### src/rtl/subset_stepper_pkg.sv
package subset_stepper_pkg;

  typedef struct packed {
    logic advance;  // load the computed next tuple
    logic finish;   // end the scan, freeze everything
  } stepStrobes_t;

  typedef struct packed {
    logic sumCarry;   // success sum left the N-bit range
    logic rowEmpty;   // failing row has no set bit
  } stepStatus_t;

  typedef enum logic [0:0] {
    ST_SCAN     = 1'b0,
    ST_FINISHED = 1'b1
  } stepState_t;

endpackage

### src/rtl/low_bit_finder.sv
module lowBitFinder #(
  parameter int N    = 8,
  parameter int IDXW = (N > 1) ? $clog2(N) : 1
) (
  input  logic [N-1:0]    vecIn,
  output logic [IDXW-1:0] lowIdx,
  output logic            found
);

  // Scan from the top down so that the lowest set bit is the last one written.
  always_comb begin
    lowIdx = '0;
    found  = 1'b0;
    for (int i = N - 1; i >= 0; i--) begin
      if (vecIn[i]) begin
        lowIdx = IDXW'(i);
        found  = 1'b1;
      end
    end
  end

endmodule

### src/rtl/subset_stepper_dp.sv
module subsetStepperDp
  import subset_stepper_pkg::*;
#(
  parameter int N = 8
) (
  input  logic         clk,
  input  logic         rstN,
  input  stepStrobes_t strobes,
  input  logic         isCover,
  input  logic [N-1:0] failRow,
  output stepStatus_t  status,
  output logic [N-1:0] candidate,
  output logic         done
);

  localparam int IDXW = (N > 1) ? $clog2(N) : 1;

  logic [N-1:0]    candReg;
  logic            doneReg;
  logic [IDXW-1:0] candLowIdx;
  logic            candFound;
  logic [IDXW-1:0] rowLowIdx;
  logic            rowFound;
  logic [N:0]      successSum;
  logic [N-1:0]    failNext;
  logic [N-1:0]    nextCand;

  // Success rule: locate the lowest set bit of the tuple.
  lowBitFinder #(.N(N), .IDXW(IDXW)) u_candFinder (
    .vecIn (candReg),
    .lowIdx(candLowIdx),
    .found (candFound)
  );

  // Failure rule: locate the lowest set bit of the failing row.
  lowBitFinder #(.N(N), .IDXW(IDXW)) u_rowFinder (
    .vecIn (failRow),
    .lowIdx(rowLowIdx),
    .found (rowFound)
  );

  assign successSum = {1'b0, candReg} + ((N+1)'(1) << candLowIdx);

  // Keep the bits above the row's lowest set bit, set that bit, clear the rest.
  always_comb begin
    for (int i = 0; i < N; i++) begin
      if (i > int'(rowLowIdx))       failNext[i] = candReg[i];
      else if (i == int'(rowLowIdx)) failNext[i] = 1'b1;
      else                           failNext[i] = 1'b0;
    end
  end

  assign nextCand        = isCover ? successSum[N-1:0] : failNext;
  assign status.sumCarry = successSum[N] | ~candFound;
  assign status.rowEmpty = ~rowFound;

  always_ff @(posedge clk) begin
    if (!rstN) begin
      candReg <= N'(1);
      doneReg <= 1'b0;
    end else begin
      if (strobes.advance) candReg <= nextCand;
      if (strobes.finish)  doneReg <= 1'b1;
    end
  end

  assign candidate = candReg;
  assign done      = doneReg;

endmodule

### src/rtl/subset_stepper_ctrl.sv
module subsetStepperCtrl
  import subset_stepper_pkg::*;
(
  input  logic         clk,
  input  logic         rstN,
  input  logic         enable,
  input  logic         isCover,
  input  stepStatus_t  status,
  output stepStrobes_t strobes
);

  stepState_t state;
  stepState_t stateNext;
  logic       endNow;

  // The scan ends on a carry from the success rule,
  // or on a failure answer whose row has no set bit.
  assign endNow = isCover ? status.sumCarry : status.rowEmpty;

  always_comb begin
    strobes   = '0;
    stateNext = state;
    if (state == ST_SCAN && enable) begin
      if (endNow) begin
        strobes.finish = 1'b1;
        stateNext      = ST_FINISHED;
      end else begin
        strobes.advance = 1'b1;
      end
    end
  end

  always_ff @(posedge clk) begin
    if (!rstN) state <= ST_SCAN;
    else       state <= stateNext;
  end

endmodule

### src/rtl/subset_stepper.sv
module subsetStepper
  import subset_stepper_pkg::*;
#(
  parameter int N = 8
) (
  input  logic         clk,
  input  logic         rstN,
  input  logic         enable,
  input  logic         isCover,
  input  logic [N-1:0] failRow,
  output logic [N-1:0] candidate,
  output logic         done
);

  stepStrobes_t strobes;
  stepStatus_t  status;

  subsetStepperCtrl u_ctrl (
    .clk    (clk),
    .rstN   (rstN),
    .enable (enable),
    .isCover(isCover),
    .status (status),
    .strobes(strobes)
  );

  subsetStepperDp #(.N(N)) u_dp (
    .clk      (clk),
    .rstN     (rstN),
    .strobes  (strobes),
    .isCover  (isCover),
    .failRow  (failRow),
    .status   (status),
    .candidate(candidate),
    .done     (done)
  );

endmodule

### config.mk
export PLATFORM = sky130hd
export DESIGN_NAME = subsetStepper
export DESIGN_NICKNAME = d
export VERILOG_FILES = /design/src/rtl/subset_stepper_pkg.sv /design/src/rtl/low_bit_finder.sv /design/src/rtl/subset_stepper_dp.sv /design/src/rtl/subset_stepper_ctrl.sv /design/src/rtl/subset_stepper.sv
export SDC_FILE = /design/constraint.sdc
export NUM_CORES = 1
export LEC_CHECK = 0
export ABC_AREA = 0
export BUFFER_PORTS_ARGS = -buffer_cell sky130_fd_sc_hd__buf_4
export CORE_ASPECT_RATIO = 1.4
export CORE_MARGIN = 5
export CORE_UTILIZATION = 45
export DETAILED_ROUTE_END_ITERATION = 10
export PLACE_DENSITY = 0.66
export SLEW_MARGIN = 10
export SYNTH_ARGS = -nofsm -noshare
export SYNTH_HDL_FRONTEND = slang
export SYNTH_SLANG_ARGS = --single-unit
### constraint.sdc
create_clock -name clk -period 4.3 [get_ports clk]
set_clock_uncertainty 0.05 [all_clocks]
set_input_delay 0.215 -clock clk [delete_from_list [all_inputs] [get_ports clk]]
set_output_delay 0.215 -clock clk [all_outputs]
set_load 0.01 [all_outputs]
**Word-level counts from Yosys, hierarchy flattened**

Index checks and enable logic that the tools add are counted.

- Register bits: 10
- Latch bits: 0
- Bits in writable memories: 0
- Bits in read-only memories: 0
- Input bits: 12
- Word-level logic and storage cells: 99
- Memories kept: 0

- Add/subtract/negate cells: 1
- Multiply operators: 0
- Divide/modulo/power cells: 0
- Order comparisons: 7
- Equality and inequality tests: 14
- Shift-type cells: 1
- Muxes and demuxes: 52
- Bitwise logic cells: 4
- Reductions and logical operators: 10

Operators with widths:

| cell | number |
|---|---|
| 3-bit two-way mux | 16 |
| 1-bit two-way mux | 34 |
| 2-bit AND reduction | 8 |
| 2-bit inequality test, second input constant | 7 |
| 3-bit equality test, first input constant | 4 |
| 3-bit greater-than comparator, first input constant | 4 |
| 8-bit by 9-bit adder with 9-bit output | 1 |
| 1-bit by 3-bit left shift with 9-bit output, first input constant | 1 |
| 8-bit two-way mux | 1 |
| 2-bit by 3-bit equality test with 1-bit output, first input constant | 2 |
| 2-bit by 3-bit greater-than comparator with 1-bit output, first input constant | 2 |
| 1-bit by 3-bit equality test with 1-bit output, first input constant | 1 |
| 1-bit by 3-bit greater-than comparator with 1-bit output, first input constant | 1 |
| 3-bit logical NOT | 1 |
| 1-bit inverter | 3 |
| 2-bit two-way mux | 1 |
| 1-bit logical AND | 1 |
| 1-bit bitwise OR | 1 |

**Longest topological paths before layout**

- Depth in word-level cells: 15
- Mapped depth: 14

**Modules after synthesis**

Synthesis repeated with hierarchy kept, for this count alone.

- Cell total of the unflattened synthesis: 137
- Area, all modules: 1,057.3 um^2

Modules (own cells, without submodules):

| module | instances | cells each | area each (um^2) | sequential area each (um^2) |
|---|---|---|---|---|
| subsetStepperDp | 1 | 104 | 838.3 | 180.2 |
| lowBitFinder | 2 | 13 | 80.1 | 0.0 |
| subsetStepperCtrl | 1 | 7 | 58.8 | 20.0 |

**Worst setup path after synthesis**

Ideal clock, no wire load.

- Kind: reg-to-reg
- Start point: register u_dp.candReg[6] (netlist: u_dp.candidate[6])
- End point: register u_dp.candReg[3] (netlist: u_dp.candidate[3])
- Library setup time: 86 ps
- Arrival time: 2,466 ps
- Required time: 4,164 ps
- Path slack: 1,698 ps
- Cell stages (with the launch flop): 15
- Clock period less this slack: 2,602 ps
- Cells stage by stage: dfxtp_1 -> inv_1 -> a21oi_1 -> nor2_1 -> o21bai_1 -> a21oi_1 -> nor4bb_1 -> ha_1 -> o21ai_1 -> o21ai_0 -> nand2_1 -> a31oi_2 -> buf_6 -> a21o_1 -> a221oi_2

- Cells in the longest elaborated chain, start to end: 14
- Elaborated cells on any way between the ends: 23
- Classes of those cells: add/sub: 1; shift: 1; mux: 18; bitwise: 2; reduce/logical: 1

RTL lines:

| element | RTL line | text |
|---|---|---|
| from (decl) | subset_stepper_dp.sv:18 | `logic [N-1:0] candReg;` |
| from (signal assigned) | subset_stepper_dp.sv:62 | `if (strobes.advance) candReg <= nextCand;` |
| 3-bit two-way mux (7 in a row) | low_bit_finder.sv:15 | `if (vecIn[i]) begin` |
| 1-bit by 3-bit left shift with 9-bit output | subset_stepper_dp.sv:42 | `assign successSum = {1'b0, candReg} + ((N+1)'(1) << candLowIdx);` |
| 8-bit by 9-bit adder with 9-bit output | subset_stepper_dp.sv:42 |  |
| 1-bit bitwise OR | subset_stepper_dp.sv:54 | `assign status.sumCarry = successSum[N] \| ~candFound;` |
| 1-bit two-way mux | subset_stepper_ctrl.sv:18 | `assign endNow = isCover ? status.sumCarry : status.rowEmpty;` |
| 1-bit two-way mux | subset_stepper_ctrl.sv:24 | `if (endNow) begin` |
| 2-bit two-way mux | subset_stepper_ctrl.sv:23 | `if (state == ST_SCAN && enable) begin` |
| 2-bit AND reduction (no line) | -- |  |

Parallel ways exist; a longest one is shown, timed or not.
A chain may end at the register's enable or synchronous reset.

**Worst setup path in the final report**

- Start point: register u_dp.candReg[6] (netlist: u_dp.candidate[6])
- End point: register u_dp.candReg[2] (netlist: u_dp.candidate[2])

The elaborated chain is that of the path after synthesis.

==> results.rst <==
.. list-table::
   :header-rows: 1

   * - Metric
     - Value
   * - Post-synthesis cell type with the largest combined area
     - sky130_fd_sc_hd__dfxtp_1
   * - Run status
     - finished clean
   * - First-pass GRT wire length
     - ~4600 um
   * - Number of instances resized during post-cts repair
     - 0
   * - Routability congestion estimate from global placement
     - slightly above 0.9
   * - Number of nets in the synthesized netlist
     - 154
   * - Min Tclk post-route
     - 3.08 ns
   * - Setup Total Neg Slack
     - 0 ns
   * - Power density over cell area
     - 273 nW/um2
   * - Setup bufs post-CTS
     - 0
   * - Post-detail-place hpwl
     - about 2200 um
   * - Sum of overflow across all layers after global routing
     - 0
   * - DIE WIDTH
     - 50.5 um
   * - Area share of the largest cell type after synthesis
     - 0.174
   * - Post-synthesis to final-layout area growth
     - 17.3%
   * - Global router's overall resource usage
     - 0.174
   * - Synth warn
     - 0
   * - Routed length per instance
     - 15.3 um
   * - Share of the clock period used by the worst path
     - 0.715
   * - Dominant cells by area after synthesis
     - sky130_fd_sc_hd__dfxtp_1, sky130_fd_sc_hd__ha_1, sky130_fd_sc_hd__nor2_1
   * - Count of boundary I/O pins
     - 21
   * - Pin count of the biggest net entering global routing
     - 16
   * - Worst Setup Start Kind
     - flip-flop
   * - Initial cell density of the core
     - 0.475
   * - Max rail drop VDD
     - 0.222 mV
   * - Count of endpoints failing hold in the final timing report
     - 0
   * - Share of flip-flops with an asynchronous set or reset
     - 0
   * - Final critical-path setup slack
     - 1.22 ns
   * - Wire length after detailed routing
     - roughly 2700 um
   * - Worst Setup Slack post-DPL
     - 1.31 ns
   * - Fraction of layout instances using a drive strength above 1
     - 0.219
   * - Cell chosen for the clock root
     - sky130_fd_sc_hd__clkbuf_4
   * - Inserted Clock Buffers
     - 3
   * - Worst-path maximum fanout
     - 12
   * - Fmax
     - 325 MHz
   * - Type of the worst setup path
     - flip-flop to flip-flop
   * - Cell row count
     - 20
   * - Number of optimization iterations in the first detailed-route pass
     - 4
   * - Top_reg_cell synth
     - sky130_fd_sc_hd__dfxtp_1
   * - Yosys reg bits
     - 9
   * - Post-route antenna net violation count
     - 0
   * - Worst slew margin relative to its limit
     - 0.518
   * - Class of the tightest hold or removal check
     - input pin to flip-flop
   * - Register area share after synthesis
     - 0.174
   * - Clock tree buffer depth
     - 2
   * - Depth of the CTS H-tree
     - 1
   * - Via count of the first global-routing pass
     - approximately 1000
   * - Skew-Pair Late Insertion Delay
     - 0.26 ns
   * - Element type at the critical path end
     - flip-flop
   * - Core area
     - approximately 2200 um2
   * - Final number of max-transition violations
     - 0
   * - Count of input and output buffers
     - 20
   * - Number of antenna violations at the first check in global routing
     - 0
   * - Vertical die dimension
     - 66.7 um
   * - Via density
     - 6.00
   * - Post-synthesis instance area
     - 1030 um2
   * - Count of filler cells inserted in the layout
     - between 200 and 250
   * - Req. time, crit path
     - 4.40 ns
   * - Cells after Synth
     - approximately 140
   * - # setup viols final
     - 0
   * - Number of nets in the finished design
     - approximately 180
   * - Worst-path clk slew
     - 0.06 ns
   * - Leakage dissipation
     - 0.000502 uW
   * - Reported max-cap violation count
     - 0
   * - Signal arrival time at the worst endpoint
     - 3.18 ns
   * - Antenna fix cells
     - 0
   * - Die Area
     - 3370 um2
   * - Number of enable flip-flop cells after synthesis
     - 0
   * - Number of distinct standard cells referenced by the synthesized netlist
     - 46
   * - Count of routing violations after the opening detailed-route iteration
     - 37
   * - Number of buffers added to fix hold violations after cts
     - 0
   * - Pin slew with the least headroom to its limit
     - 0.713 ns
   * - Residual DRC count
     - 0
   * - TritonCTS clock tree
     - done
   * - Routed via count
     - between 1000 and 1500
   * - Unrepaired setup endpoints after global routing
     - false
   * - Average instance area after synthesis
     - 7.66 um2
   * - Clock Sinks
     - 9
## cells by family (layout without fill, tap and decap cells)
kind of cell,after synthesis,after routing,synth area share
AND/OR/NAND/NOR,53,53,0.287
AO/OA/AOI/OAI,49,49,0.368
flip-flops,9,9,0.174
XOR/XNOR,3,3,0.0254
adder cells (fa/ha/maj),7,7,0.0847
buffers and inverters,14,34,0.0605
## path summary, 6_finish.rpt
kind | slack (ns) | endpoint | cells after the start | start
setup / recovery | 1.22 | u_dp.candidate[2]$_SDFFE_PN0P_ | 13 | u_dp.candidate[6]$_SDFFE_PN0P_
hold / removal | 0.17 | u_dp.candidate[0]$_SDFFE_PN1P_ | 2 | rstN
setup reg to reg | 1.22 | u_dp.candidate[2]$_SDFFE_PN0P_ | 13 | u_dp.candidate[6]$_SDFFE_PN0P_
hold reg to reg | 0.45 | u_ctrl.state$_SDFFE_PN0P_ | 2 | u_ctrl.state$_SDFFE_PN0P_
## synthesized netlist by cell type, types with 2 or more instances
cell type,instances
sky130_fd_sc_hd__nor2_1,21
sky130_fd_sc_hd__a21oi_1,11
sky130_fd_sc_hd__inv_1,10
sky130_fd_sc_hd__dfxtp_1,9
sky130_fd_sc_hd__ha_1,7
sky130_fd_sc_hd__nor3_1,7
sky130_fd_sc_hd__o21ai_0,7
sky130_fd_sc_hd__nand2_1,6
sky130_fd_sc_hd__and2_1,3
sky130_fd_sc_hd__nor2_2,3
sky130_fd_sc_hd__o211ai_1,3
sky130_fd_sc_hd__o21a_1,3
sky130_fd_sc_hd__o21bai_1,3
sky130_fd_sc_hd__a211o_1,2
sky130_fd_sc_hd__a221oi_2,2
sky130_fd_sc_hd__buf_2,2
sky130_fd_sc_hd__nand2b_1,2
sky130_fd_sc_hd__nor2b_1,2
sky130_fd_sc_hd__nor4_1,2
sky130_fd_sc_hd__nor4_4,2
sky130_fd_sc_hd__o221a_1,2
sky130_fd_sc_hd__xnor2_1,2
## cells in the final DEF (no fill, tap or decap), drive strengths merged, types with 3 or more instances in the layout
cell type,netlist,routed
o21a,3,3
dfxtp,9,9
nand2,6,6
buf,3,20
nor3,7,7
a21oi,12,12
inv,10,10
o21bai,3,3
o21ai,8,8
o211ai,3,3
nor2,24,24
ha,7,7
clkbuf,1,4
and2,3,3
nor4,4,4
## state kept, by name, indices dropped and copies added, names as in the netlist
register,flops
u_ctrl.state,1
u_dp.candidate,8
## layout make-up
type	count	area [um2]	share of cell area
timing repair buffer	20	150	0.124
sequential	9	180	0.149
inverter	10	37.5	0.0310
multi-input combinational	112	791	0.652
clock buffer	4	26.3	0.0217
tap	22	27.5	0.0227
## metrics by stage
stage / utilization / total power, uW / instance area (um2) / hold slack [ns] / cells
floorplan: - / 216 / 1030 / 0.254 / 135
global placement: 0.545 / 263 / 1190 / 0.428 / 173
detailed placement: 0.545 / 264 / 1190 / 0.435 / 173
CTS: 0.557 / 331 / 1210 / 0.162 / 177
global route: 0.557 / 356 / 1210 / 0.162 / 177
finish: 0.557 / 331 / 1210 / 0.169 / 177
## where the power goes
group | switching [uW] | internal, uW
Sequential | 19.6 | 92.9
Clock | 31.0 | 35.9
Combinational | 82.4 | 69.1
Total | 133 | 198
## routing by layer
layer / wire, um / up-vias / global-route usage
met3: 96 / 4 / 0.0268
met4: 31 / 0 / 0.0575
li1: - / 552 / -
met2: 1420 / 22 / 0.314
met1: 1170 / 484 / 0.205
met5: 0 / - / 0
## critical path: stages, from the launching register on
cell	delay [ns]
sky130_fd_sc_hd__dfxtp_1	0.43
sky130_fd_sc_hd__inv_1	0.06
sky130_fd_sc_hd__a21oi_1	0.12
sky130_fd_sc_hd__nor2_1	0.05
sky130_fd_sc_hd__o21bai_1	0.21
sky130_fd_sc_hd__a21oi_1	0.15
sky130_fd_sc_hd__nor4bb_1	0.29
sky130_fd_sc_hd__ha_1	0.20
sky130_fd_sc_hd__o21ai_1	0.10
sky130_fd_sc_hd__o21ai_0	0.25
sky130_fd_sc_hd__nand2_1	0.12
sky130_fd_sc_hd__a31oi_2	0.55
sky130_fd_sc_hd__nor2_2	0.11
sky130_fd_sc_hd__o221a_1	0.26
(Power assumes the default switching activity.)
